===== src/rtl/exc_arb_pkg.sv =====
package exc_arb_pkg;
  typedef enum logic {
    MODE_THREAD  = 1'b0,
    MODE_HANDLER = 1'b1
  } exc_mode_e;
endpackage


===== src/rtl/exc_min_pick.sv =====
// Finds the lowest priority value among requesting sources; ties -> lowest index.
module exc_min_pick #(
  parameter int N_SRC  = 8,
  parameter int PRIO_W = 3,
  localparam int ID_W  = $clog2(N_SRC)
) (
  input  logic [N_SRC-1:0]        req_i,
  input  logic [N_SRC*PRIO_W-1:0] prio_i,
  output logic                    found_o,
  output logic [ID_W-1:0]         id_o,
  output logic [PRIO_W-1:0]       prio_o
);
  always_comb begin
    found_o = 1'b0;
    id_o    = '0;
    prio_o  = '1;
    for (int i = 0; i < N_SRC; i++) begin
      if (req_i[i] && (!found_o || prio_i[i*PRIO_W +: PRIO_W] < prio_o)) begin
        found_o = 1'b1;
        id_o    = ID_W'(i);
        prio_o  = prio_i[i*PRIO_W +: PRIO_W];
      end
    end
  end
endmodule


===== src/rtl/exc_status_bank.sv =====
module exc_status_bank #(
  parameter int N_SRC = 8,
  localparam int ID_W = $clog2(N_SRC)
) (
  input  logic             clk_i,
  input  logic             rst_ni,
  input  logic [N_SRC-1:0] set_pend_i,
  input  logic             start_i,
  input  logic [ID_W-1:0]  start_id_i,
  input  logic             done_i,
  input  logic [ID_W-1:0]  done_id_i,
  output logic [N_SRC-1:0] pend_o,
  output logic [N_SRC-1:0] act_o
);
  logic [N_SRC-1:0] pend_q, act_q, start_oh, done_oh;

  // start on the same id wins over done
  always_comb begin
    start_oh = '0;
    done_oh  = '0;
    if (start_i) start_oh[start_id_i] = 1'b1;
    if (done_i)  done_oh[done_id_i]   = 1'b1;
    done_oh = done_oh & ~start_oh;
  end

  always_ff @(posedge clk_i or negedge rst_ni) begin
    if (!rst_ni) begin
      pend_q <= '0;
      act_q  <= '0;
    end else begin
      pend_q <= (pend_q & ~start_oh) | set_pend_i;
      act_q  <= (act_q & ~done_oh) | start_oh;
    end
  end

  assign pend_o = pend_q;
  assign act_o  = act_q;

  assert_start_activates_R7: assert property (@(posedge clk_i) disable iff (!rst_ni)
    start_i |=> act_q[$past(start_id_i)]);

  assert_start_keeps_others_R8: assert property (@(posedge clk_i) disable iff (!rst_ni)
    (start_i && set_pend_i == '0) |=> ($countones(pend_q ^ $past(pend_q)) <= 1));

  assert_done_clears_R9: assert property (@(posedge clk_i) disable iff (!rst_ni)
    (done_i && !(start_i && start_id_i == done_id_i)) |=> !act_q[$past(done_id_i)]);
endmodule


===== src/rtl/exc_prio_arbiter.sv =====
module exc_prio_arbiter
  import exc_arb_pkg::*;
#(
  parameter int N_SRC  = 8,
  parameter int PRIO_W = 3,
  localparam int ID_W  = $clog2(N_SRC)
) (
  input  logic                    clk_i,
  input  logic                    rst_ni,
  input  logic [N_SRC-1:0]        set_pend_i,
  input  logic [N_SRC*PRIO_W-1:0] prio_cfg_i,
  input  logic [PRIO_W-1:0]       mask_i,
  input  logic                    handler_mode_i,
  input  logic                    start_i,
  input  logic [ID_W-1:0]         start_id_i,
  input  logic                    done_i,
  input  logic [ID_W-1:0]         done_id_i,
  output logic                    take_o,
  output logic [ID_W-1:0]         take_id_o,
  output logic [PRIO_W-1:0]       exec_prio_o,
  output logic                    exec_valid_o
);
  logic [N_SRC-1:0]  pend_vec, act_vec, elig_vec;
  logic              sel_found, act_found, beats, take_d;
  logic [ID_W-1:0]   sel_id, act_id;
  logic [PRIO_W-1:0] sel_prio, act_prio;
  exc_mode_e         mode;

  exc_status_bank #(.N_SRC(N_SRC)) u_bank (
    .clk_i, .rst_ni, .set_pend_i,
    .start_i, .start_id_i, .done_i, .done_id_i,
    .pend_o(pend_vec), .act_o(act_vec)
  );

  for (genvar g = 0; g < N_SRC; g++) begin : g_elig
    assign elig_vec[g] = pend_vec[g] &&
      (mask_i == '0 || prio_cfg_i[g*PRIO_W +: PRIO_W] < mask_i);
  end

  exc_min_pick #(.N_SRC(N_SRC), .PRIO_W(PRIO_W)) u_pick_pend (
    .req_i(elig_vec), .prio_i(prio_cfg_i),
    .found_o(sel_found), .id_o(sel_id), .prio_o(sel_prio)
  );

  exc_min_pick #(.N_SRC(N_SRC), .PRIO_W(PRIO_W)) u_pick_act (
    .req_i(act_vec), .prio_i(prio_cfg_i),
    .found_o(act_found), .id_o(act_id), .prio_o(act_prio)
  );

  assign mode         = exc_mode_e'(handler_mode_i);
  assign exec_valid_o = act_found;
  assign exec_prio_o  = act_found ? act_prio : '1;

  // handler mode needs strict preemption; no active handler counts as lowest
  always_comb begin
    beats = 1'b1;
    if (mode == MODE_HANDLER && act_found) beats = (sel_prio < act_prio);
    take_d = sel_found && beats;
  end

  always_ff @(posedge clk_i or negedge rst_ni) begin
    if (!rst_ni) begin
      take_o    <= 1'b0;
      take_id_o <= '0;
    end else begin
      take_o    <= take_d;
      take_id_o <= sel_id;
    end
  end

  logic unused_act_id;
  assign unused_act_id = ^act_id;

  assert_take_was_pending_R2: assert property (@(posedge clk_i) disable iff (!rst_ni)
    take_o |-> |(($past(pend_vec) >> take_id_o) & {{(N_SRC-1){1'b0}}, 1'b1}));

  assert_take_under_mask_R3: assert property (@(posedge clk_i) disable iff (!rst_ni)
    (take_o && $past(mask_i) != '0) |-> ($past(sel_prio) < $past(mask_i)));

  assert_handler_strict_R6: assert property (@(posedge clk_i) disable iff (!rst_ni)
    (take_o && $past(handler_mode_i) && $past(exec_valid_o)) |->
      ($past(sel_prio) < $past(exec_prio_o)));

  assert_exec_none_R10: assert property (@(posedge clk_i) disable iff (!rst_ni)
    (act_vec == '0) |-> (!exec_valid_o && exec_prio_o == '1));
endmodule


===== config.mk =====
export PLATFORM = sky130hd
export DESIGN_NAME = exc_prio_arbiter
export DESIGN_NICKNAME = d
export VERILOG_FILES = /design/src/rtl/exc_arb_pkg.sv /design/src/rtl/exc_min_pick.sv /design/src/rtl/exc_status_bank.sv /design/src/rtl/exc_prio_arbiter.sv
export SDC_FILE = /design/constraint.sdc
export NUM_CORES = 1
export LEC_CHECK = 0
export BUFFER_PORTS_ARGS = -buffer_cell sky130_fd_sc_hd__buf_2
export CAP_MARGIN = 20
export CORE_MARGIN = 4
export CORE_UTILIZATION = 60
export DETAILED_ROUTE_END_ITERATION = 8
export PLACE_DENSITY = 0.84
export SLEW_MARGIN = 20
export SYNTH_ARGS = -nofsm -noshare
export SYNTH_HDL_FRONTEND = slang
export SYNTH_HIERARCHICAL = 1
export SYNTH_SLANG_ARGS = --single-unit

===== constraint.sdc =====
create_clock -name clk_i -period 17.61 [get_ports clk_i]
set_input_delay 3.522 -clock clk_i [delete_from_list [all_inputs] [get_ports clk_i]]
set_output_delay 3.522 -clock clk_i [all_outputs]
set_load 0.05 [all_outputs]

# After elaboration in Yosys (flattened, before gate mapping)
# Cells that the tools add are included.
[word_totals]
register_bits = 20
in_bits = 46
out_inout_bits = 8
word_cells = 148
[classes]
n_lt_le_gt_ge = 27
mux = 47
n_bitwise = 7
n_reduce_logical = 63
[op_table]
columns = ["operator", "count"]
rows = [
  ["3-bit < comparator", 23],
  ["3-bit 2-to-1 mux", 21],
  ["1-bit logical AND", 26],
  ["8-bit bitwise AND", 3],
  ["1-bit logical OR", 22],
  ["1-bit 2-to-1 mux", 20],
  ["8-bit 2-to-1 mux", 2],
  ["8-bit inverter", 2],
  ["8-bit OR", 2],
  ["1-bit zero test", 14],
  ["3-bit by 4-bit < comparator with 1-bit output (second input constant)", 2],
  ["1-bit demux with 3-bit select", 2],
  ["3-bit by 1-bit greater-or-equal comparator with 1-bit output (second input constant)", 2],
  ["2-bit 2-to-1 mux", 2],
  ["3-bit zero test", 1],
]

# Depth between registers and ports, before layout
# Gate-level depths: netlist (run 1).
[depth]
ltp_word = 35
depth_mapped = 63
mapped_depth_nobuf = 62

# Cells and area by module
# The synthesis (run 1) kept the hierarchy.
[by_module_without_submodules]
columns = ["module", "n_inst", "cells_each", "area_each_um2", "seq_area_each_um2"]
rows = [
  ["exc_min_pick", 2, 177, 1228.7, 0.0],
  ["exc_status_bank", 1, 55, 698.2, 400.4],
  ["exc_prio_arbiter", 1, 67, 605.6, 100.1],
]

# Worst setup path before layout (run 1)
# OpenSTA, ideal clock, no wires.
[synth_timing]
path_type = "in2out"
from = "in prio_cfg_i[1]"
to = "out exec_prio_o[2]"
arrival_time_ps = 12288
path_slack_ps = 1800
path_stages = 47
cell_sequence = "and2b_1 > o2111a_2 > a2111oi_4 > or2_1 > o21ai_2 > o21ai_0 > inv_1 > ha_1 > o311ai_0 > nor3_1 > a21oi_1 > a22oi_1 > or2_2 > mux2_2 > inv_1 > ha_1 > nand2_1 > nand2_1 > (+11 left out) > a21oi_2 > a31oi_4 > mux2_2 > ha_1 > a21oi_1 > o21ai_0 > a31oi_1 > a31o_2 > nor2_1 > a21oi_1 > ha_1 > a211oi_1 > or3b_2 > o31a_4 > a21bo_1 > o22a_1 > inv_1 > nand2_1"
[synth_between]
elab_chain_cells = 30
word_cells_on_any_way = 43
classes_between = "order compare (7); mux (16); reduce/logical (20)"
[synth_lines]
columns = ["element", "line_no", "rtl"]
rows = [
  ["start, declared", "exc_prio_arbiter.sv:11", "input logic [N_SRC*PRIO_W-1:0] prio_cfg_i,"],
  ["3-bit 2-to-1 mux (*)", "exc_min_pick.sv:18", "if (req_i[i] && (!found_o || prio_i[i*PRIO_W +: PRIO_W] < prio_o)) begin"],
  ["3-bit < comparator", "exc_min_pick.sv:18", ""],
  ["1-bit logical OR", "exc_min_pick.sv:18", ""],
  ["1-bit logical AND", "exc_min_pick.sv:18", ""],
  ["3-bit 2-to-1 mux or 1-bit 2-to-1 mux (tied branches)", "exc_min_pick.sv:18", ""],
  ["3-bit < comparator or 1-bit zero test (tied branches)", "exc_min_pick.sv:18", ""],
  ["1-bit logical OR", "exc_min_pick.sv:18", ""],
  ["1-bit logical AND", "exc_min_pick.sv:18", ""],
  ["(+15 left out)", "--", ""],
  ["1-bit logical AND", "exc_min_pick.sv:18", ""],
  ["3-bit 2-to-1 mux or 1-bit 2-to-1 mux (tied branches)", "exc_min_pick.sv:18", ""],
  ["3-bit < comparator or 1-bit zero test (tied branches)", "exc_min_pick.sv:18", ""],
  ["1-bit logical OR", "exc_min_pick.sv:18", ""],
  ["1-bit logical AND", "exc_min_pick.sv:18", ""],
  ["3-bit 2-to-1 mux (*)", "exc_min_pick.sv:18", ""],
  ["via act_prio[2]", "exc_prio_arbiter.sv:26", "logic [PRIO_W-1:0] sel_prio, act_prio;"],
  ["3-bit 2-to-1 mux (*)", "exc_prio_arbiter.sv:52", "assign exec_prio_o = act_found ? act_prio : '1;"],
  ["end, declared", "exc_prio_arbiter.sv:20", "output logic [PRIO_W-1:0] exec_prio_o,"],
]
# Mark *: on every way through the listed nets, which the timed path passes. The rest lies on a longest branch.

# Final worst setup path (run 1)
[layout_timing]
from = "in prio_cfg_i[3]"
to = "out exec_prio_o[2]"
[layout_between]
elab_chain_cells = 29
word_cells_on_any_way = 42
classes_between = "order compare (7); mux (15); reduce/logical (20)"
[layout_lines]
columns = ["element", "line_no"]
rows = [
  ["3-bit < comparator", "exc_min_pick.sv:18"],
  ["1-bit logical OR", "exc_min_pick.sv:18"],
  ["1-bit logical AND", "exc_min_pick.sv:18"],
  ["3-bit 2-to-1 mux or 1-bit 2-to-1 mux (tied branches)", "exc_min_pick.sv:18"],
  ["3-bit < comparator or 1-bit zero test (tied branches)", "exc_min_pick.sv:18"],
  ["1-bit logical OR", "exc_min_pick.sv:18"],
  ["1-bit logical AND", "exc_min_pick.sv:18"],
  ["3-bit 2-to-1 mux or 1-bit 2-to-1 mux (tied branches)", "exc_min_pick.sv:18"],
  ["(+14 left out)", "--"],
  ["1-bit logical AND", "exc_min_pick.sv:18"],
  ["3-bit 2-to-1 mux or 1-bit 2-to-1 mux (tied branches)", "exc_min_pick.sv:18"],
  ["3-bit < comparator or 1-bit zero test (tied branches)", "exc_min_pick.sv:18"],
  ["1-bit logical OR", "exc_min_pick.sv:18"],
  ["1-bit logical AND", "exc_min_pick.sv:18"],
  ["3-bit 2-to-1 mux (*)", "exc_min_pick.sv:18"],
  ["via act_prio[2]", "exc_prio_arbiter.sv:26"],
  ["3-bit 2-to-1 mux (*)", "exc_prio_arbiter.sv:52"],
]
# Marks and branches as above.

==> results of run 1 <==
## critical path, delay by kind of cell
| kind | cells | cell delay, ns |
|---|---|---|
| AOI/OAI and AO/OA | 25 | 5.04 |
| and+or+nand+nor | 11 | 2.05 |
| adders and majority gates | 5 | 1.27 |
| muxes | 3 | 0.75 |
| buffers and inverters | 5 | 0.62 |
## report_power, final
group / internal, W / leakage [nW] / switching, W
clock: 0.0000303 / 0.0357 / 0.0000150
sequential: 0.0000546 / 0.208 / 0.00000666
combinational: 0.000164 / 1.62 / 0.000253
total: 0.000249 / 1.87 / 0.000274
## worst paths after layout
check                                    to  slack [ns]
setup reg to reg                     take_o        6.90
hold reg to reg            u_bank/pend_o[3]        0.49
setup / recovery             exec_prio_o[2]        0.82
hold / removal             u_bank/pend_o[3]        0.49
min in group asynchronous      take_id_o[0]        3.19
max in group asynchronous   u_bank/act_o[0]       14.12
## placed cells by master (no fill, tap or decap), types with 5 or more instances in the layout
| cell | count |
|---|---|
| sky130_fd_sc_hd__a211oi_1 | 14 |
| sky130_fd_sc_hd__a21o_1 | 10 |
| sky130_fd_sc_hd__a21oi_1 | 37 |
| sky130_fd_sc_hd__a31o_2 | 8 |
| sky130_fd_sc_hd__a31oi_1 | 6 |
| sky130_fd_sc_hd__a31oi_4 | 6 |
| sky130_fd_sc_hd__buf_2 | 53 |
| sky130_fd_sc_hd__dfrtp_1 | 20 |
| sky130_fd_sc_hd__ha_1 | 36 |
| sky130_fd_sc_hd__inv_1 | 37 |
| sky130_fd_sc_hd__mux2_2 | 6 |
| sky130_fd_sc_hd__mux2i_1 | 8 |
| sky130_fd_sc_hd__nand2_1 | 29 |
| sky130_fd_sc_hd__nand2b_1 | 17 |
| sky130_fd_sc_hd__nand3_1 | 10 |
| sky130_fd_sc_hd__nand4b_1 | 5 |
| sky130_fd_sc_hd__nor2_1 | 50 |
| sky130_fd_sc_hd__nor2b_1 | 7 |
| sky130_fd_sc_hd__nor3_1 | 6 |
| sky130_fd_sc_hd__o211ai_1 | 6 |
| sky130_fd_sc_hd__o21ai_0 | 26 |
| sky130_fd_sc_hd__o21bai_1 | 5 |
| sky130_fd_sc_hd__o31a_1 | 8 |
## through the flow
step,hold slack (ns),utilization
floorplan,0.444,-
global placement,0.467,0.683
detailed placement,0.468,0.683
CTS,0.487,0.695
global route,0.497,0.695
finish,0.488,0.695
## flip-flops by register name, summed over array words and instances, names as in the netlist
name	cells
u_bank/act_o	8
u_bank/pend_o	8
take_id_o	3
take_o	1
## layout make-up
cell class | instances | area, µm²
Multi-Input combinational cell | 409 | 3070
Clock inverter | 1 | 30.0
Tap cell | 75 | 93.8
Fill cell | 508 | 1820
Clock buffer | 3 | 41.3
Sequential cell | 20 | 500
Timing Repair Buffer | 53 | 265
Inverter | 37 | 139
## routing by layer
| metal | share of wire | wire (µm) | track usage | up-vias |
|---|---|---|---|---|
| met4 | 0.014 | 146 | 0.0935 | 0 |
| li1 | - | - | - | 1901 |
| met3 | 0.052 | 530 | 0.0200 | 17 |
| met5 | 0 | 0 | 0 | - |
| met1 | 0.45 | 4550 | 0.353 | 1839 |
| met2 | 0.48 | 4920 | 0.467 | 151 |
==> report_table.html, run 1 <==
<table>
<tr><th>Metric</th><th>Value</th></tr>
<tr><th colspan="2">Setup path</th></tr>
<tr><td>Max Fanout on Critical Path</td><td>11</td></tr>
<tr><td>Critical Path Start Type</td><td>input pin</td></tr>
<tr><td>Delay contributed by the slowest stage of the critical path</td><td>0.49 ns</td></tr>
<tr><td>Slowest stage cell, crit path</td><td>sky130_fd_sc_hd__or3b_2</td></tr>
<tr><td>R2r startpoint</td><td>u_bank/pend_o[0]</td></tr>
<tr><td>Critical path required time</td><td>14.09 ns</td></tr>
<tr><td>Worst reg2reg path depth</td><td>49</td></tr>
<tr><td>Critical path origin</td><td>prio_cfg_i[3]</td></tr>
<tr><td>CP dominant cell by count</td><td>sky130_fd_sc_hd__a21oi_1</td></tr>
<tr><td>Kind of capture point of the worst setup path</td><td>primary output</td></tr>
<tr><td>Worst EP arrival</td><td>13.27 ns</td></tr>
<tr><td>Startpoint-to-endpoint class of the critical path</td><td>input pin to primary output</td></tr>
<tr><th colspan="2">Drt</th></tr>
<tr><td>First-pass iteration count of the detailed router</td><td>6</td></tr>
<tr><td>Remaining routing DRC violations</td><td>0</td></tr>
<tr><td>Number of DRC violations after detailed-routing iteration 0</td><td>266</td></tr>
<tr><td>Detailed-route wire length per cell</td><td>between 15 and 20 µm</td></tr>
<tr><td>Aggregate routed wire length</td><td>10,100 µm</td></tr>
<tr><td>Total number of vias</td><td>3,908</td></tr>
<tr><td>Remaining antenna violation count after routing</td><td>0</td></tr>
<tr><td>Via count normalized by instance count</td><td>6.54</td></tr>
<tr><th colspan="2">STA</th></tr>
<tr><td>Worst setup margin</td><td>0.822 ns</td></tr>
<tr><td>Aggregate negative setup slack</td><td>0 ns</td></tr>
<tr><td>Final setup skew</td><td>between 0.004 and 0.005 ns</td></tr>
<tr><td>Actual slew at the worst max-slew pin</td><td>roughly 0.56 ns</td></tr>
<tr><td>Part of the cycle the worst path needs</td><td>0.953</td></tr>
<tr><td>Achievable clock frequency</td><td>59.6 MHz</td></tr>
<tr><td>Relative slew slack</td><td>0.621</td></tr>
<tr><td>RSZ-0062 raised after global routing</td><td>no</td></tr>
<tr><td>Clock period minus worst slack</td><td>16.79 ns</td></tr>
<tr><td>Count of final setup violators</td><td>0</td></tr>
<tr><td>Number of hold-slack violations in the final timing report</td><td>0</td></tr>
<tr><td>Final-report max-slew violation count</td><td>0</td></tr>
<tr><th colspan="2">Floorplanning</th></tr>
<tr><td>Area of the die</td><td>7520 µm²</td></tr>
<tr><td>Horizontal extent of the die</td><td>between 80 and 90 µm</td></tr>
<tr><td>Std cell rows</td><td>28</td></tr>
<tr><td>Top Ports</td><td>54</td></tr>
<tr><td>Core area</td><td>5960 µm²</td></tr>
<tr><td>Vertical die dimension</td><td>86.7 µm</td></tr>
<tr><td>Initial Utilization</td><td>0.624</td></tr>
<tr><th colspan="2">Hold path</th></tr>
<tr><td>Worst Hold Launch</td><td>u_bank/pend_o[3]</td></tr>
<tr><td>Number of instances on the worst hold path</td><td>1</td></tr>
<tr><td>Worst min-delay path category</td><td>flip-flop to flip-flop</td></tr>
<tr><th colspan="2">Global route</th></tr>
<tr><td>GR Util All Layers</td><td>0.270</td></tr>
<tr><td>Number of antenna violations at the first check in global routing</td><td>0</td></tr>
<tr><td>Global route overflow</td><td>0</td></tr>
<tr><td>Largest net degree at the start of global routing</td><td>21</td></tr>
<tr><td>Vias in the first global route</td><td>roughly 3,800</td></tr>
<tr><td>First-pass GRT wire length</td><td>16,800 µm</td></tr>
<tr><th colspan="2">Place</th></tr>
<tr><td>Post-Place Cells</td><td>594</td></tr>
<tr><td>Count of buffers from port buffering</td><td>53</td></tr>
<tr><td>Setup Slack @ Placement</td><td>0.947 ns</td></tr>
<tr><td>Estimated wirelength of the detail-placed design</td><td>slightly above 8000 µm</td></tr>
<tr><td>Cell area after placement</td><td>4070 µm²</td></tr>
<tr><td>Placer Congestion</td><td>0.958</td></tr>
<tr><th colspan="2">Clock tree</th></tr>
<tr><td>Max clock buf depth</td><td>2</td></tr>
<tr><td>Clock tree from TritonCTS</td><td>done</td></tr>
<tr><td>TritonCTS buffer count</td><td>3</td></tr>
<tr><td>Root Driver</td><td>sky130_fd_sc_hd__clkbuf_8</td></tr>
<tr><td>Clock sink count</td><td>20</td></tr>
<tr><td>Post-cts gate resize count</td><td>0</td></tr>
<tr><td>H-tree level count</td><td>1</td></tr>
<tr><td># Post-CTS Setup Buffers</td><td>0</td></tr>
<tr><td>CTS Hold Bufs</td><td>0</td></tr>
<tr><td>Clock latency reported for the late side of the worst-skew pair</td><td>0.26 ns</td></tr>
<tr><td>Clock transition at path regs</td><td>0.07 ns</td></tr>
<tr><th colspan="2">Final layout</th></tr>
<tr><td>Post-synthesis to final-layout area growth</td><td>11.3%</td></tr>
<tr><td>Layout cell share with drive strength beyond 1</td><td>0.212</td></tr>
<tr><td>Antenna diodes</td><td>0</td></tr>
<tr><td>Layout Cells excl Fill</td><td>about 600</td></tr>
<tr><td>Final #Nets</td><td>between 600 and 700</td></tr>
<tr><td>Total non-filler cell area in the finished layout</td><td>4140 µm²</td></tr>
<tr><th colspan="2">Synth</th></tr>
<tr><td>Syn. warnings</td><td>6</td></tr>
<tr><td>Mean instance size in the synthesized netlist</td><td>7.94 µm²</td></tr>
<tr><td>Syn Std Cell Area</td><td>3720 µm²</td></tr>
<tr><td>Cell count after synthesis</td><td>468</td></tr>
<tr><th colspan="2">Power and ir drop</th></tr>
<tr><td>Total power consumption of the routed design</td><td>0.000524 W</td></tr>
<tr><td>Power density normalized to cell area</td><td>127 nW/µm²</td></tr>
<tr><td>Worst supply voltage drop on vdd</td><td>approximately 120 µV</td></tr>
<tr><td>Static leakage</td><td>around 1.9 nW</td></tr>
<tr><th colspan="2">Job</th></tr>
<tr><td>Count of maximum capacitance violations</td><td>0</td></tr>
<tr><th colspan="2">Status</th></tr>
<tr><td>Status</td><td>complete, no violations</td></tr>
</table>
Note: power is estimated with default switching activity, not from simulation.
==> run 2, diff against run 1 <==
==> constraint.sdc (replaced) <==
create_clock -name clk_i -period 17.61 [get_ports clk_i]
set_input_delay 3.522 -clock clk_i [delete_from_list [all_inputs] [get_ports clk_i]]
set_output_delay 3.522 -clock clk_i [all_outputs]
set_load 0.1 [all_outputs]
==> run 2 against run 1 <==
Net effect: combinational power is 12% higher; hold slack is the same; cell area grew 0.21%; sequential power about the same; largest power group unchanged; global-route usage unchanged; core utilization is 0.15 points higher; largest cell class unchanged; clock skew hardly changed; critical path type unchanged; final cell count is the same; clock power barely moved; flip-flop and latch count stayed put.
==> report_table.html, run 2 (same netlist as run 1, synthesis figures left out) <==
<table>
<tr><th>Metric</th><th>Value</th></tr>
<tr><th colspan="2">Setup path</th></tr>
<tr><td>Critical path required time</td><td>14.09 ns (about the same)</td></tr>
<tr><td>Slowest stage cell, crit path</td><td>sky130_fd_sc_hd__or3b_2 (unchanged)</td></tr>
<tr><td>Worst EP arrival</td><td>13.30 ns (was 13.27 ns)</td></tr>
<tr><td>Delay contributed by the slowest stage of the critical path</td><td>0.49 ns (about the same)</td></tr>
<tr><td>Kind of capture point of the worst setup path</td><td>primary output (unchanged)</td></tr>
<tr><td>CP dominant cell by count</td><td>sky130_fd_sc_hd__a21oi_1 (unchanged)</td></tr>
<tr><td>Max Fanout on Critical Path</td><td>11 (unchanged)</td></tr>
<tr><td>Startpoint-to-endpoint class of the critical path</td><td>input pin to primary output (unchanged)</td></tr>
<tr><td>Critical Path Start Type</td><td>input pin (unchanged)</td></tr>
<tr><th colspan="2">Floorplanning</th></tr>
<tr><td>Core area</td><td>5960 µm² (unchanged)</td></tr>
<tr><td>Std cell rows</td><td>28 (unchanged)</td></tr>
<tr><td>Vertical die dimension</td><td>86.7 µm (unchanged)</td></tr>
<tr><td>Area of the die</td><td>7520 µm² (unchanged)</td></tr>
<tr><td>Horizontal extent of the die</td><td>86.7 µm (unchanged)</td></tr>
<tr><td>Initial Utilization</td><td>0.624 (unchanged)</td></tr>
<tr><td>Top Ports</td><td>54 (unchanged)</td></tr>
<tr><th colspan="2">Clock tree</th></tr>
<tr><td>TritonCTS buffer count</td><td>3 (unchanged)</td></tr>
<tr><td>H-tree level count</td><td>1 (unchanged)</td></tr>
<tr><td>CTS Hold Bufs</td><td>0 (unchanged)</td></tr>
<tr><td>Clock latency reported for the late side of the worst-skew pair</td><td>0.26 ns (about the same)</td></tr>
<tr><td>Clock tree from TritonCTS</td><td>done (unchanged)</td></tr>
<tr><td>Max clock buf depth</td><td>2 (unchanged)</td></tr>
<tr><td># Post-CTS Setup Buffers</td><td>0 (unchanged)</td></tr>
<tr><td>Root Driver</td><td>sky130_fd_sc_hd__clkbuf_8 (unchanged)</td></tr>
<tr><td>Clock sink count</td><td>20 (unchanged)</td></tr>
<tr><td>Clock transition at path regs</td><td>0.07 ns (about the same)</td></tr>
<tr><th colspan="2">Final layout</th></tr>
<tr><td>Layout cell share with drive strength beyond 1</td><td>0.214 (was 0.212)</td></tr>
<tr><td>Share of the core filled with cells</td><td>0.696 (was 0.695)</td></tr>
<tr><td>Commonest non-fill, non-tap cells in the layout</td><td>51 x sky130_fd_sc_hd__buf_2, 50 x sky130_fd_sc_hd__nor2_1, 37 x sky130_fd_sc_hd__inv_1, 37 x sky130_fd_sc_hd__a21oi_1, 36 x sky130_fd_sc_hd__ha_1 (was 53 x sky130_fd_sc_hd__buf_2, 50 x sky130_fd_sc_hd__nor2_1, 37 x sky130_fd_sc_hd__inv_1, 37 x sky130_fd_sc_hd__a21oi_1, 36 x sky130_fd_sc_hd__ha_1)</td></tr>
<tr><td>Leading cell type in the layout, fill and taps excluded</td><td>sky130_fd_sc_hd__buf_2 (unchanged)</td></tr>
<tr><td>Final #Nets</td><td>606 (unchanged)</td></tr>
<tr><td>Post-synthesis to final-layout area growth</td><td>11.5% (was 11.3%)</td></tr>
<tr><td>Antenna diodes</td><td>0 (unchanged)</td></tr>
<tr><td>Fillers</td><td>506 (was 508)</td></tr>
<tr><th colspan="2">STA</th></tr>
<tr><td>Part of the cycle the worst path needs</td><td>0.955 (was 0.953)</td></tr>
<tr><td>Final setup skew</td><td>0.00478 ns (was 0.00442 ns)</td></tr>
<tr><td>RSZ-0062 raised after global routing</td><td>no (unchanged)</td></tr>
<tr><td>Final-report max-slew violation count</td><td>0 (unchanged)</td></tr>
<tr><td>Relative slew slack</td><td>0.633 (was 0.621)</td></tr>
<tr><td>Count of final setup violators</td><td>0 (unchanged)</td></tr>
<tr><td>Clock period minus worst slack</td><td>16.83 ns (was 16.79 ns)</td></tr>
<tr><td>Number of hold-slack violations in the final timing report</td><td>0 (unchanged)</td></tr>
<tr><td>Aggregate negative setup slack</td><td>0 ns (unchanged)</td></tr>
<tr><td>Actual slew at the worst max-slew pin</td><td>0.546 ns (was 0.564 ns)</td></tr>
<tr><td>Achievable clock frequency</td><td>59.4 MHz (was 59.6 MHz)</td></tr>
<tr><th colspan="2">Power and ir drop</th></tr>
<tr><td>Fraction of power spent switching nets</td><td>0.560 (was 0.524)</td></tr>
<tr><td>Power share of the combinational group</td><td>0.813 (was 0.797)</td></tr>
<tr><td>Sequential fraction of design power</td><td>0.107 (was 0.117)</td></tr>
<tr><td>Static leakage</td><td>1.87 nW (about the same)</td></tr>
<tr><td>Cell-internal power</td><td>0.000252 W (was 0.000249 W)</td></tr>
<tr><td>Power density normalized to cell area</td><td>138 nW/µm² (was 127 nW/µm²)</td></tr>
<tr><td>Worst supply voltage drop on vdd</td><td>179 µV (was 124 µV)</td></tr>
<tr><td>Net Switching</td><td>0.000321 W (was 0.000274 W)</td></tr>
<tr><td>Power share of the clock group</td><td>0.079 (was 0.087)</td></tr>
<tr><th colspan="2">Drt</th></tr>
<tr><td>Aggregate routed wire length</td><td>10,200 µm (was 10,100 µm)</td></tr>
<tr><td>Total number of vias</td><td>3,920 (was 3,908)</td></tr>
<tr><td>Via count normalized by instance count</td><td>6.56 (was 6.54)</td></tr>
<tr><td>First-pass iteration count of the detailed router</td><td>5 (was 6)</td></tr>
<tr><td>Remaining routing DRC violations</td><td>0 (unchanged)</td></tr>
<tr><td>Remaining antenna violation count after routing</td><td>0 (unchanged)</td></tr>
<tr><td>Number of DRC violations after detailed-routing iteration 0</td><td>268 (was 266)</td></tr>
<tr><td>Detailed-route wire length per cell</td><td>17.1 µm (was 17.0 µm)</td></tr>
<tr><th colspan="2">Global route</th></tr>
<tr><td>Vias in the first global route</td><td>3,772 (unchanged)</td></tr>
<tr><td>Number of antenna violations at the first check in global routing</td><td>0 (unchanged)</td></tr>
<tr><td>Largest net degree at the start of global routing</td><td>21 (unchanged)</td></tr>
<tr><td>GR Util All Layers</td><td>0.270 (unchanged)</td></tr>
<tr><td>First-pass GRT wire length</td><td>16,800 µm (unchanged)</td></tr>
<tr><td>Global route overflow</td><td>0 (unchanged)</td></tr>
<tr><th colspan="2">Place</th></tr>
<tr><td>Estimated wirelength of the detail-placed design</td><td>8130 µm (unchanged)</td></tr>
<tr><td>Placer Congestion</td><td>0.958 (unchanged)</td></tr>
<tr><td>Count of buffers from port buffering</td><td>53 (unchanged)</td></tr>
<tr><th colspan="2">Status</th></tr>
<tr><td>Status</td><td>complete, no violations (unchanged)</td></tr>
<tr><th colspan="2">Job</th></tr>
<tr><td>Count of maximum capacitance violations</td><td>0 (unchanged)</td></tr>
<tr><th colspan="2">Hold path</th></tr>
<tr><td>Worst min-delay path category</td><td>flip-flop to flip-flop (unchanged)</td></tr>
</table>
run 2: cell types whose count changed in the layout (fill, tap and decap cells not counted):
cell	change
sky130_fd_sc_hd__o21ai_2	+1
sky130_fd_sc_hd__buf_2	-2
sky130_fd_sc_hd__o21ai_1	-1
sky130_fd_sc_hd__clkbuf_4	+2
run 2: area by class of cell:
type                       instances  area [µm²]  share of cell area
multi-input combinational        409        3070               0.741
sequential                        20         500               0.121
timing repair buffer              53         270              0.0652
inverter                          37         139              0.0335
tap                               75        93.8              0.0226
clock buffer                       3        41.3             0.00996
clock inverter                     1        30.0             0.00724
run 2: final timing paths:
kind / startpoint / endpoint / slack (ns) / cells after the start
setup / recovery: prio_cfg_i[3] / exec_prio_o[2] / 0.78 / 49
min in group asynchronous: rst_ni / take_id_o[0] / 3.19 / 1
max in group asynchronous: rst_ni / u_bank/act_o[0] / 14.12 / 1
hold / removal: u_bank/pend_o[3] / u_bank/pend_o[3] / 0.49 / 1
setup reg to reg: u_bank/pend_o[0] / take_o / 6.91 / 49
hold reg to reg: u_bank/pend_o[3] / u_bank/pend_o[3] / 0.49 / 1
run 2: stage by stage:
step | std cells | total power, W | setup slack (ns) | hold WS, ns | cell area, µm²
after floorplan | 470 | 0.000429 | 1.60 | 0.444 | 3720
after global routing | 598 | 0.000615 | 0.0817 | 0.497 | 4150
after CTS | 598 | 0.000562 | 0.791 | 0.487 | 4140
after global placement | 594 | 0.000502 | 1.13 | 0.467 | 4070
final | 598 | 0.000573 | 0.785 | 0.488 | 4150
after detailed placement | 594 | 0.000515 | 0.783 | 0.468 | 4070
run 2: critical path: cells and delay by family:
| kind | cells | cell delay [ns] |
|---|---|---|
| fa+ha+maj | 5 | 1.22 |
| mux | 3 | 0.86 |
| compound gates | 25 | 5.05 |
| simple gates | 11 | 1.97 |
| buf+inv | 5 | 0.71 |
run 2: what timing repair did:
action	4_1_cts	5_1_grt
gates resized for setup	0	3
endpoints found under the setup margin	0	2
hold endpoints to repair	0	0
run 2: metal layers:
metal  vias up  global-route usage  part of all wire
met5         -                   0                 0
met3        21              0.0200             0.049
met1      1852               0.353              0.46
met2       143               0.467              0.48
met4         0              0.0935             0.016
li1       1904                   -                 -
run 2: power by group through the flow:
stage	Sequential (W)	Clock [W]	Combinational [W]
final	0.0000615	0.0000454	0.000466
after global routing	0.0000630	0.0000478	0.000504
after floorplan	0.0000876	0	0.000342
after global placement	0.0000616	0	0.000440
after detailed placement	0.0000621	0	0.000453
after CTS	0.0000611	0.0000459	0.000455
